`config.mk`:
```
export PLATFORM = sky130hd
export DESIGN_NAME = ebc_top
export DESIGN_NICKNAME = d
export VERILOG_FILES = /design/src/rtl/ebc_pkg.sv /design/src/rtl/ebc_decode.sv /design/src/rtl/ebc_ctrl.sv /design/src/rtl/ebc_datapath.sv /design/src/rtl/ebc_top.sv
export SDC_FILE = /design/constraint.sdc
export NUM_CORES = 1
export LEC_CHECK = 0
export ABC_AREA = 1
export CAP_MARGIN = 20
export CORE_UTILIZATION = 35
export CTS_CLUSTER_SIZE = 14
export DETAILED_ROUTE_END_ITERATION = 8
export GPL_ROUTABILITY_DRIVEN = 0
export PLACE_DENSITY_LB_ADDON = 0.1
export SYNTH_ARGS = -nofsm -noshare
export SYNTH_HDL_FRONTEND = slang
export SYNTH_SLANG_ARGS = --single-unit
```
`constraint.sdc`:
```
create_clock -name clk -period 2.7 [get_ports clk]
set_input_delay 0.675 -clock clk [delete_from_list [all_inputs] [get_ports clk]]
set_output_delay 0.675 -clock clk [all_outputs]
set_load 0.01 [all_outputs]
```
`src/rtl/ebc_pkg.sv`:
```
package ebc_pkg;
  localparam int CFG_W = 18;

  typedef struct packed {
    logic       earlyRd;
    logic       byteSel;
    logic [2:0] waitStates;
    logic       wide;
    logic [2:0] sizeLog;
    logic [7:0] base;
    logic       enable;
  } csCfg_t;

  typedef struct packed {
    logic loadReq;
    logic lane;
    logic driveCs;
    logic driveData;
    logic rdStrobe;
    logic wrStrobe;
    logic capture;
  } busCtl_t;
endpackage

```
`src/rtl/ebc_decode.sv`:
```
module ebc_decode
  import ebc_pkg::*;
#(
  parameter int NUM_CS = 8,
  parameter int IDX_W  = 3
) (
  input  logic [CFG_W*NUM_CS-1:0] cfgFlat,
  input  logic [7:0]              addrTop,
  output logic                    hit,
  output logic [IDX_W-1:0]        hitIdx,
  output logic                    cfgWide,
  output logic                    cfgSel,
  output logic                    cfgEarly,
  output logic [2:0]              cfgWs
);
  csCfg_t cfgArr [NUM_CS];
  logic [NUM_CS-1:0] match;

  for (genvar i = 0; i < NUM_CS; i++) begin : g_region
    assign cfgArr[i] = csCfg_t'(cfgFlat[i*CFG_W +: CFG_W]);
    assign match[i]  = cfgArr[i].enable &&
                       (((addrTop ^ cfgArr[i].base) >> cfgArr[i].sizeLog) == 8'd0);
  end

  // lowest index wins: scan downward so the last assignment is the smallest hit
  always_comb begin
    hit = 1'b0; hitIdx = '0; cfgWide = 1'b0; cfgSel = 1'b0; cfgEarly = 1'b0; cfgWs = '0;
    for (int i = NUM_CS - 1; i >= 0; i--) begin
      if (match[i]) begin
        hit      = 1'b1;
        hitIdx   = IDX_W'(i);
        cfgWide  = cfgArr[i].wide;
        cfgSel   = cfgArr[i].byteSel;
        cfgEarly = cfgArr[i].earlyRd;
        cfgWs    = cfgArr[i].waitStates;
      end
    end
  end
endmodule

```
`src/rtl/ebc_ctrl.sv`:
```
module ebc_ctrl
  import ebc_pkg::*;
(
  input  logic       clk,
  input  logic       rstN,
  input  logic       reqValid,
  input  logic       reqWrite,
  input  logic [1:0] reqBe,
  input  logic       hit,
  input  logic       cfgWide,
  input  logic       cfgEarly,
  input  logic [2:0] cfgWs,
  input  logic       busWaitN,
  output busCtl_t    ctl,
  output logic       reqReady,
  output logic       reqErr
);
  typedef enum logic [2:0] {S_IDLE, S_SETUP, S_STROBE, S_HOLD, S_DONE} state_t;

  state_t     state;
  logic [2:0] cnt, ws;
  logic       early, isWrite, lane, secondPending, errFlag;
  logic       exitOk, onBus;

  assign exitOk = (state == S_STROBE) && (cnt >= ws) && busWaitN;
  assign onBus  = (state == S_SETUP) || (state == S_STROBE) || (state == S_HOLD);

  always_ff @(posedge clk or negedge rstN) begin
    if (!rstN) begin
      state <= S_IDLE; cnt <= '0; ws <= '0; early <= 1'b0; isWrite <= 1'b0;
      lane <= 1'b0; secondPending <= 1'b0; errFlag <= 1'b0;
    end else begin
      case (state)
        S_IDLE: if (reqValid) begin
          if (!hit) begin
            errFlag <= 1'b1;
            state   <= S_DONE;
          end else begin
            isWrite       <= reqWrite;
            ws            <= cfgWs;
            early         <= cfgEarly;
            lane          <= cfgWide ? 1'b0 : !reqBe[0];
            secondPending <= !cfgWide && (reqBe == 2'b11);
            cnt           <= '0;
            state         <= S_SETUP;
          end
        end
        S_SETUP: begin
          cnt   <= '0;
          state <= S_STROBE;
        end
        S_STROBE: begin
          if (!exitOk) begin
            if (cnt != 3'd7) cnt <= cnt + 3'd1;
          end else if (isWrite && ws != 3'd0) begin
            state <= S_HOLD;
          end else if (secondPending) begin
            lane <= 1'b1; secondPending <= 1'b0; state <= S_SETUP;
          end else begin
            state <= S_DONE;
          end
        end
        S_HOLD: begin
          if (secondPending) begin
            lane <= 1'b1; secondPending <= 1'b0; state <= S_SETUP;
          end else begin
            state <= S_DONE;
          end
        end
        default: begin
          errFlag <= 1'b0;
          state   <= S_IDLE;
        end
      endcase
    end
  end

  always_comb begin
    ctl.loadReq   = (state == S_IDLE) && reqValid && hit;
    ctl.lane      = lane;
    ctl.driveCs   = onBus;
    ctl.driveData = onBus && isWrite;
    ctl.rdStrobe  = !isWrite && ((state == S_STROBE) || ((state == S_SETUP) && early));
    ctl.wrStrobe  = isWrite && (state == S_STROBE);
    ctl.capture   = !isWrite && exitOk;
  end

  assign reqReady = (state == S_DONE);
  assign reqErr   = (state == S_DONE) && errFlag;
endmodule

```
`src/rtl/ebc_datapath.sv`:
```
module ebc_datapath
  import ebc_pkg::*;
#(
  parameter int NUM_CS = 8,
  parameter int ADDR_W = 24,
  parameter int IDX_W  = 3
) (
  input  logic              clk,
  input  logic              rstN,
  input  busCtl_t           ctl,
  input  logic [ADDR_W-1:1] reqAddrHi,
  input  logic [15:0]       reqWdata,
  input  logic [1:0]        reqBe,
  input  logic [IDX_W-1:0]  hitIdx,
  input  logic              cfgWide,
  input  logic              cfgSel,
  input  logic [15:0]       busDin,
  output logic [ADDR_W-1:0] busAddr,
  output logic [15:0]       busDout,
  output logic              busDoe,
  output logic [NUM_CS-1:0] busCsN,
  output logic              busRdN,
  output logic              busWrLoN,
  output logic              busWrHiN,
  output logic              busWeN,
  output logic              busOeN,
  output logic              busUbN,
  output logic              busLbN,
  output logic [15:0]       rdata
);
  logic [ADDR_W-1:1] addrReg;
  logic [15:0]       wdataReg, rdataReg;
  logic [1:0]        beReg, laneMask;
  logic [IDX_W-1:0]  csIdxReg;
  logic              wideReg, selReg, anyStb;

  always_ff @(posedge clk or negedge rstN) begin
    if (!rstN) begin
      addrReg <= '0; wdataReg <= '0; rdataReg <= '0; beReg <= '0;
      csIdxReg <= '0; wideReg <= 1'b0; selReg <= 1'b0;
    end else begin
      if (ctl.loadReq) begin
        addrReg  <= reqAddrHi;
        wdataReg <= reqWdata;
        beReg    <= reqBe;
        csIdxReg <= hitIdx;
        wideReg  <= cfgWide;
        selReg   <= cfgSel;
        rdataReg <= '0;
      end
      if (ctl.capture) begin
        if (wideReg)       rdataReg        <= busDin;
        else if (ctl.lane) rdataReg[15:8]  <= busDin[7:0];
        else               rdataReg[7:0]   <= busDin[7:0];
      end
    end
  end

  assign laneMask = wideReg ? beReg : 2'b01;
  assign anyStb   = ctl.rdStrobe || ctl.wrStrobe;
  assign busAddr  = {addrReg, wideReg ? 1'b0 : ctl.lane};
  assign busDout  = wideReg ? wdataReg
                            : {8'h00, ctl.lane ? wdataReg[15:8] : wdataReg[7:0]};
  assign busDoe   = ctl.driveData;

  always_comb begin
    busCsN = '1;
    if (ctl.driveCs) busCsN[csIdxReg] = 1'b0;
  end

  assign busRdN   = !(ctl.rdStrobe && !selReg);
  assign busWrLoN = !(ctl.wrStrobe && !selReg && laneMask[0]);
  assign busWrHiN = !(ctl.wrStrobe && !selReg && laneMask[1]);
  assign busOeN   = !(ctl.rdStrobe && selReg);
  assign busWeN   = !(ctl.wrStrobe && selReg);
  assign busLbN   = !(anyStb && selReg && laneMask[0]);
  assign busUbN   = !(anyStb && selReg && laneMask[1]);
  assign rdata    = rdataReg;
endmodule

```
`src/rtl/ebc_top.sv`:
```
module ebc_top
  import ebc_pkg::*;
#(
  parameter int NUM_CS = 8,
  parameter int ADDR_W = 24
) (
  input  logic                    clk,
  input  logic                    rstN,
  input  logic [CFG_W*NUM_CS-1:0] cfgFlat,
  input  logic                    reqValid,
  input  logic                    reqWrite,
  input  logic [ADDR_W-1:0]       reqAddr,
  input  logic [15:0]             reqWdata,
  input  logic [1:0]              reqBe,
  output logic                    reqReady,
  output logic                    reqErr,
  output logic [15:0]             reqRdata,
  output logic [ADDR_W-1:0]       busAddr,
  output logic [15:0]             busDout,
  output logic                    busDoe,
  input  logic [15:0]             busDin,
  output logic [NUM_CS-1:0]       busCsN,
  output logic                    busRdN,
  output logic                    busWrLoN,
  output logic                    busWrHiN,
  output logic                    busWeN,
  output logic                    busOeN,
  output logic                    busUbN,
  output logic                    busLbN,
  input  logic                    busWaitN
);
  localparam int IDX_W = (NUM_CS > 1) ? $clog2(NUM_CS) : 1;

  busCtl_t          ctl;
  logic             hit, cfgWide, cfgSel, cfgEarly;
  logic [IDX_W-1:0] hitIdx;
  logic [2:0]       cfgWs;

  ebc_decode #(.NUM_CS(NUM_CS), .IDX_W(IDX_W)) i_decode (
    .cfgFlat(cfgFlat), .addrTop(reqAddr[ADDR_W-1 -: 8]), .hit(hit), .hitIdx(hitIdx),
    .cfgWide(cfgWide), .cfgSel(cfgSel), .cfgEarly(cfgEarly), .cfgWs(cfgWs));

  ebc_ctrl i_ctrl (
    .clk(clk), .rstN(rstN), .reqValid(reqValid), .reqWrite(reqWrite), .reqBe(reqBe),
    .hit(hit), .cfgWide(cfgWide), .cfgEarly(cfgEarly), .cfgWs(cfgWs),
    .busWaitN(busWaitN), .ctl(ctl), .reqReady(reqReady), .reqErr(reqErr));

  ebc_datapath #(.NUM_CS(NUM_CS), .ADDR_W(ADDR_W), .IDX_W(IDX_W)) i_datapath (
    .clk(clk), .rstN(rstN), .ctl(ctl), .reqAddrHi(reqAddr[ADDR_W-1:1]),
    .reqWdata(reqWdata), .reqBe(reqBe), .hitIdx(hitIdx), .cfgWide(cfgWide),
    .cfgSel(cfgSel), .busDin(busDin), .busAddr(busAddr), .busDout(busDout),
    .busDoe(busDoe), .busCsN(busCsN), .busRdN(busRdN), .busWrLoN(busWrLoN),
    .busWrHiN(busWrHiN), .busWeN(busWeN), .busOeN(busOeN), .busUbN(busUbN),
    .busLbN(busLbN), .rdata(reqRdata));
endmodule

```
==> results.yml <==
drt:
  totalWireLength_um: 19160
  drtPass1Iterations: 4
  routedWlPerCell_um: 14.13
  postRouteAntennaNets: 0
  drc: 0
  drt_iter0_markers: 245
  vias: 6307
  routed_via_density: 4.651
cts:
  clk_pin_slew_ns: 0.06
  root_buffer: "clkbuf_16"
  clk_latency_ns: 0.34
  cts_buffer_depth: 2
  cts_buffers: 9
  tritoncts: "built"
  cts.sinks: 76
  htreeDepth: 3
  holdBufCountCts: 0
power_and_ir_drop:
  ir_drop_uv: 374.3
  finalPower_w: 0.006329
  power_leakage_nw: 4.657
  p_per_area_mw_per_mm2: 674.2
logic_synthesis:
  synth_top_family_by_area: "simple AND/OR/NAND/NOR gates"
  synth.yosys.seq_area_share_pct: 34.89
  syn-cell-area_mm2: 0.005451
  synthAdderAreaFrac_pct: 1.148
  synth-compound-area-share_pct: 10.03
  synth_fp_nets: 1042
  yosysTopAreaCell: "dfrtp_1"
  ys_ff_latch: 76
  ys_top_cells_by_area: "dfrtp_1 35%, nand2_1 24%, inv_1 5.1%"
  synth-edff-count: 0
  synth_top_area_share_pct: 34.89
  ys_top_cells_by_count: "352 x nand2_1, 76 x dfrtp_1, 74 x inv_1, 62 x nor2_1, 55 x nand3_1"
  yosys.area_share.simple_pct: 37.43
  async_flop_share_pct: 100.0
  synth_cells: 830
  synth.most_common_cell: "nand2_1"
  synthMuxAreaShare_pct: 0
  synth-xor-area-share_pct: 7.689
  synth.distinct_cells: 39
  synth_flop_cell: "dfrtp_1"
  yosys_warnings: 0
  avgSynthCellArea_um2: 6.568
floorplanning:
  top_level_ports: 281
  die_y_um: 126.8
  core_area_mm2: 0.01520
  dieArea_mm2: 0.01608
  num_rows: 45
  die_w_um: 126.8
  initial_core_util_pct: 35.86
sta:
  fmax_mhz: 385.0
  min_period_ns: 2.597
  relSlewSlack_pct: 65.04
  worst_slew_pin_slew_ns: 0.5244
  hold_viol: 0
  drv_slew: 0
  rsz0062_at_grt: "true"
  clock_skew_ns: 0.006847
  setup_viol: 0
  finalSetupTns_ns: 0
  fin_crit_sh_pct: 96.20
setup_path:
  crit_fanout: 10
  r2r_cells: 8
  critPathArrivalTime_ns: 2.83
  crit_type: "input pin to flop"
  crit_required_ns: 2.93
  cp-end-kind: "flop"
  crit_path_start_kind: "input pin"
placement:
  port_buffers: 279
  hpwl_um: 15430
finish:
  finalNetCount: 1375
  diodes: 0
  area_growth_pct: 72.21
  drive_gt1_share_pct: 10.36
flow_run:
  drv_cap: 0
grt:
  grt_pass1_vias: 6099
  antenna_found_initial: 0
  grt_max_degree: 40
  track_usage_pct: 23.57
  grt_overflow: 0
  grt_pass1_wl_um: 29570
worst_hold_path:
  hold_path_class: "input pin to asynchronous set/reset pin"
outcome:
  status: "complete, no violations"
[cells in the final DEF, fill, tap and decap left out, types with 3 or more instances in the layout]
master             n
ha_1               5
a22oi_2            4
buf_6              4
clkdlybuf4s50_1  268
xor2_1            18
nor2_1            59
nand4_1            5
o21ai_0           27
dfrtp_1           76
nand2_2            8
xnor2_2            3
nor3_2             3
o211ai_1           7
dlygate4sd2_1      5
clkbuf_16         12
xnor2_1           26
inv_1             73
inv_2              6
nor3_1             6
nand2_1          351
a22oi_1            5
dlymetal6s2s_1     5
nor2_2             3
o22ai_1            9
a21oi_1           26
nand3_1           55
buf_12            11
o21ai_1            8
buf_4             51
[registers in the layout (all words and copies together) (netlist names)]
name,flops
i_ctrl.isWrite,1
i_ctrl.secondPending,1
i_ctrl.state,3
i_datapath.wideReg,1
i_datapath.addrReg,23
i_ctrl.lane,1
i_datapath.rdata,16
i_ctrl.errFlag,1
i_datapath.selReg,1
i_ctrl.ws,3
i_ctrl.early,1
i_datapath.beReg,2
i_datapath.csIdxReg,3
i_ctrl.cnt,3
i_datapath.wdataReg,16
[power by group]
part           switching (W)  internal, W
clock network       0.000480     0.000626
logic                0.00159      0.00171
registers           0.000307      0.00161
total                0.00238      0.00395
[stage by stage]
| stage | cells | hold WS (ns) | cell area [µm²] | utilization [%] | setup slack [ns] |
|---|---|---|---|---|---|
| floorplan | 830 | 0.3794 | 5451 | - | 0.4058 |
| global placement | 1333 | 0.4612 | 8889 | 58.47 | -0.3003 |
| detailed placement | 1333 | 0.4649 | 8889 | 58.47 | -0.3695 |
| CTS | 1349 | 0.3195 | 9159 | 60.25 | 0.02220 |
| global route | 1356 | 0.3422 | 9388 | 61.75 | -0.01083 |
| finish | 1356 | 0.3022 | 9388 | 61.75 | 0.1027 |
[kinds of logic after synthesis]
kind of cell,Yosys count
flip-flops,76
buffers and inverters,108
XOR/XNOR,47
AO/OA/AOI/OAI,95
adder cells (fa/ha/maj),5
AND/OR/NAND/NOR,499
[metal layers]
| layer | GRT usage, % | part of all wire (%) |
|---|---|---|
| met1 | 27.53 | 41 |
| met4 | 7.983 | 2.5 |
| met2 | 41.18 | 49 |
| met5 | 0 | 0 |
| met3 | 6.875 | 6.9 |
[worst paths after layout]
path | start | to | slack, ns
max | reqAddr[17] | i_datapath.selReg | 0.10
min | rstN | i_ctrl.early | 0.30
max reg2reg | i_ctrl.cnt[2] | i_datapath.rdata[14] | 0.73
min reg2reg | i_datapath.addrReg[13] | i_datapath.addrReg[13] | 0.48
max in group asynchronous | rstN | i_datapath.rdata[9] | 1.78
min in group clk | i_datapath.addrReg[13] | i_datapath.addrReg[13] | 0.48
[repair_timing]
item	in CTS	in global routing
setup buffers	0	4
gates cloned	0	3
endpoints found under the setup margin	6	75
gates resized for setup	7	30
pin swaps	0	5
[cell type report]
type / instances / area [µm²]
Inverter: 81 / 311.5
Clock buffer: 11 / 232.7
Sequential cell: 76 / 1902
Fill cell: 1449 / 5814
Tap cell: 188 / 235.2
Timing Repair Buffer: 349 / 3542
Clock inverter: 5 / 37.54
Multi-Input combinational cell: 646 / 3127
[critical path: stages]
cell and delay [ns]:
clkdlybuf4s50_1 0.46, buf_4 0.18, xor2_1 0.16, o21ai_0 0.18, nand4_1 0.13, nand2_1 0.10, nand2_1 0.09, nand2_2 0.10
nor2_4 0.04, nand2_2 0.08, nand3_4 0.11, buf_4 0.17, buf_8 0.13, nand2_1 0.05, o21a_1 0.12, nand2_1 0.05
No activity file was read; power rests on OpenSTA's default activity.
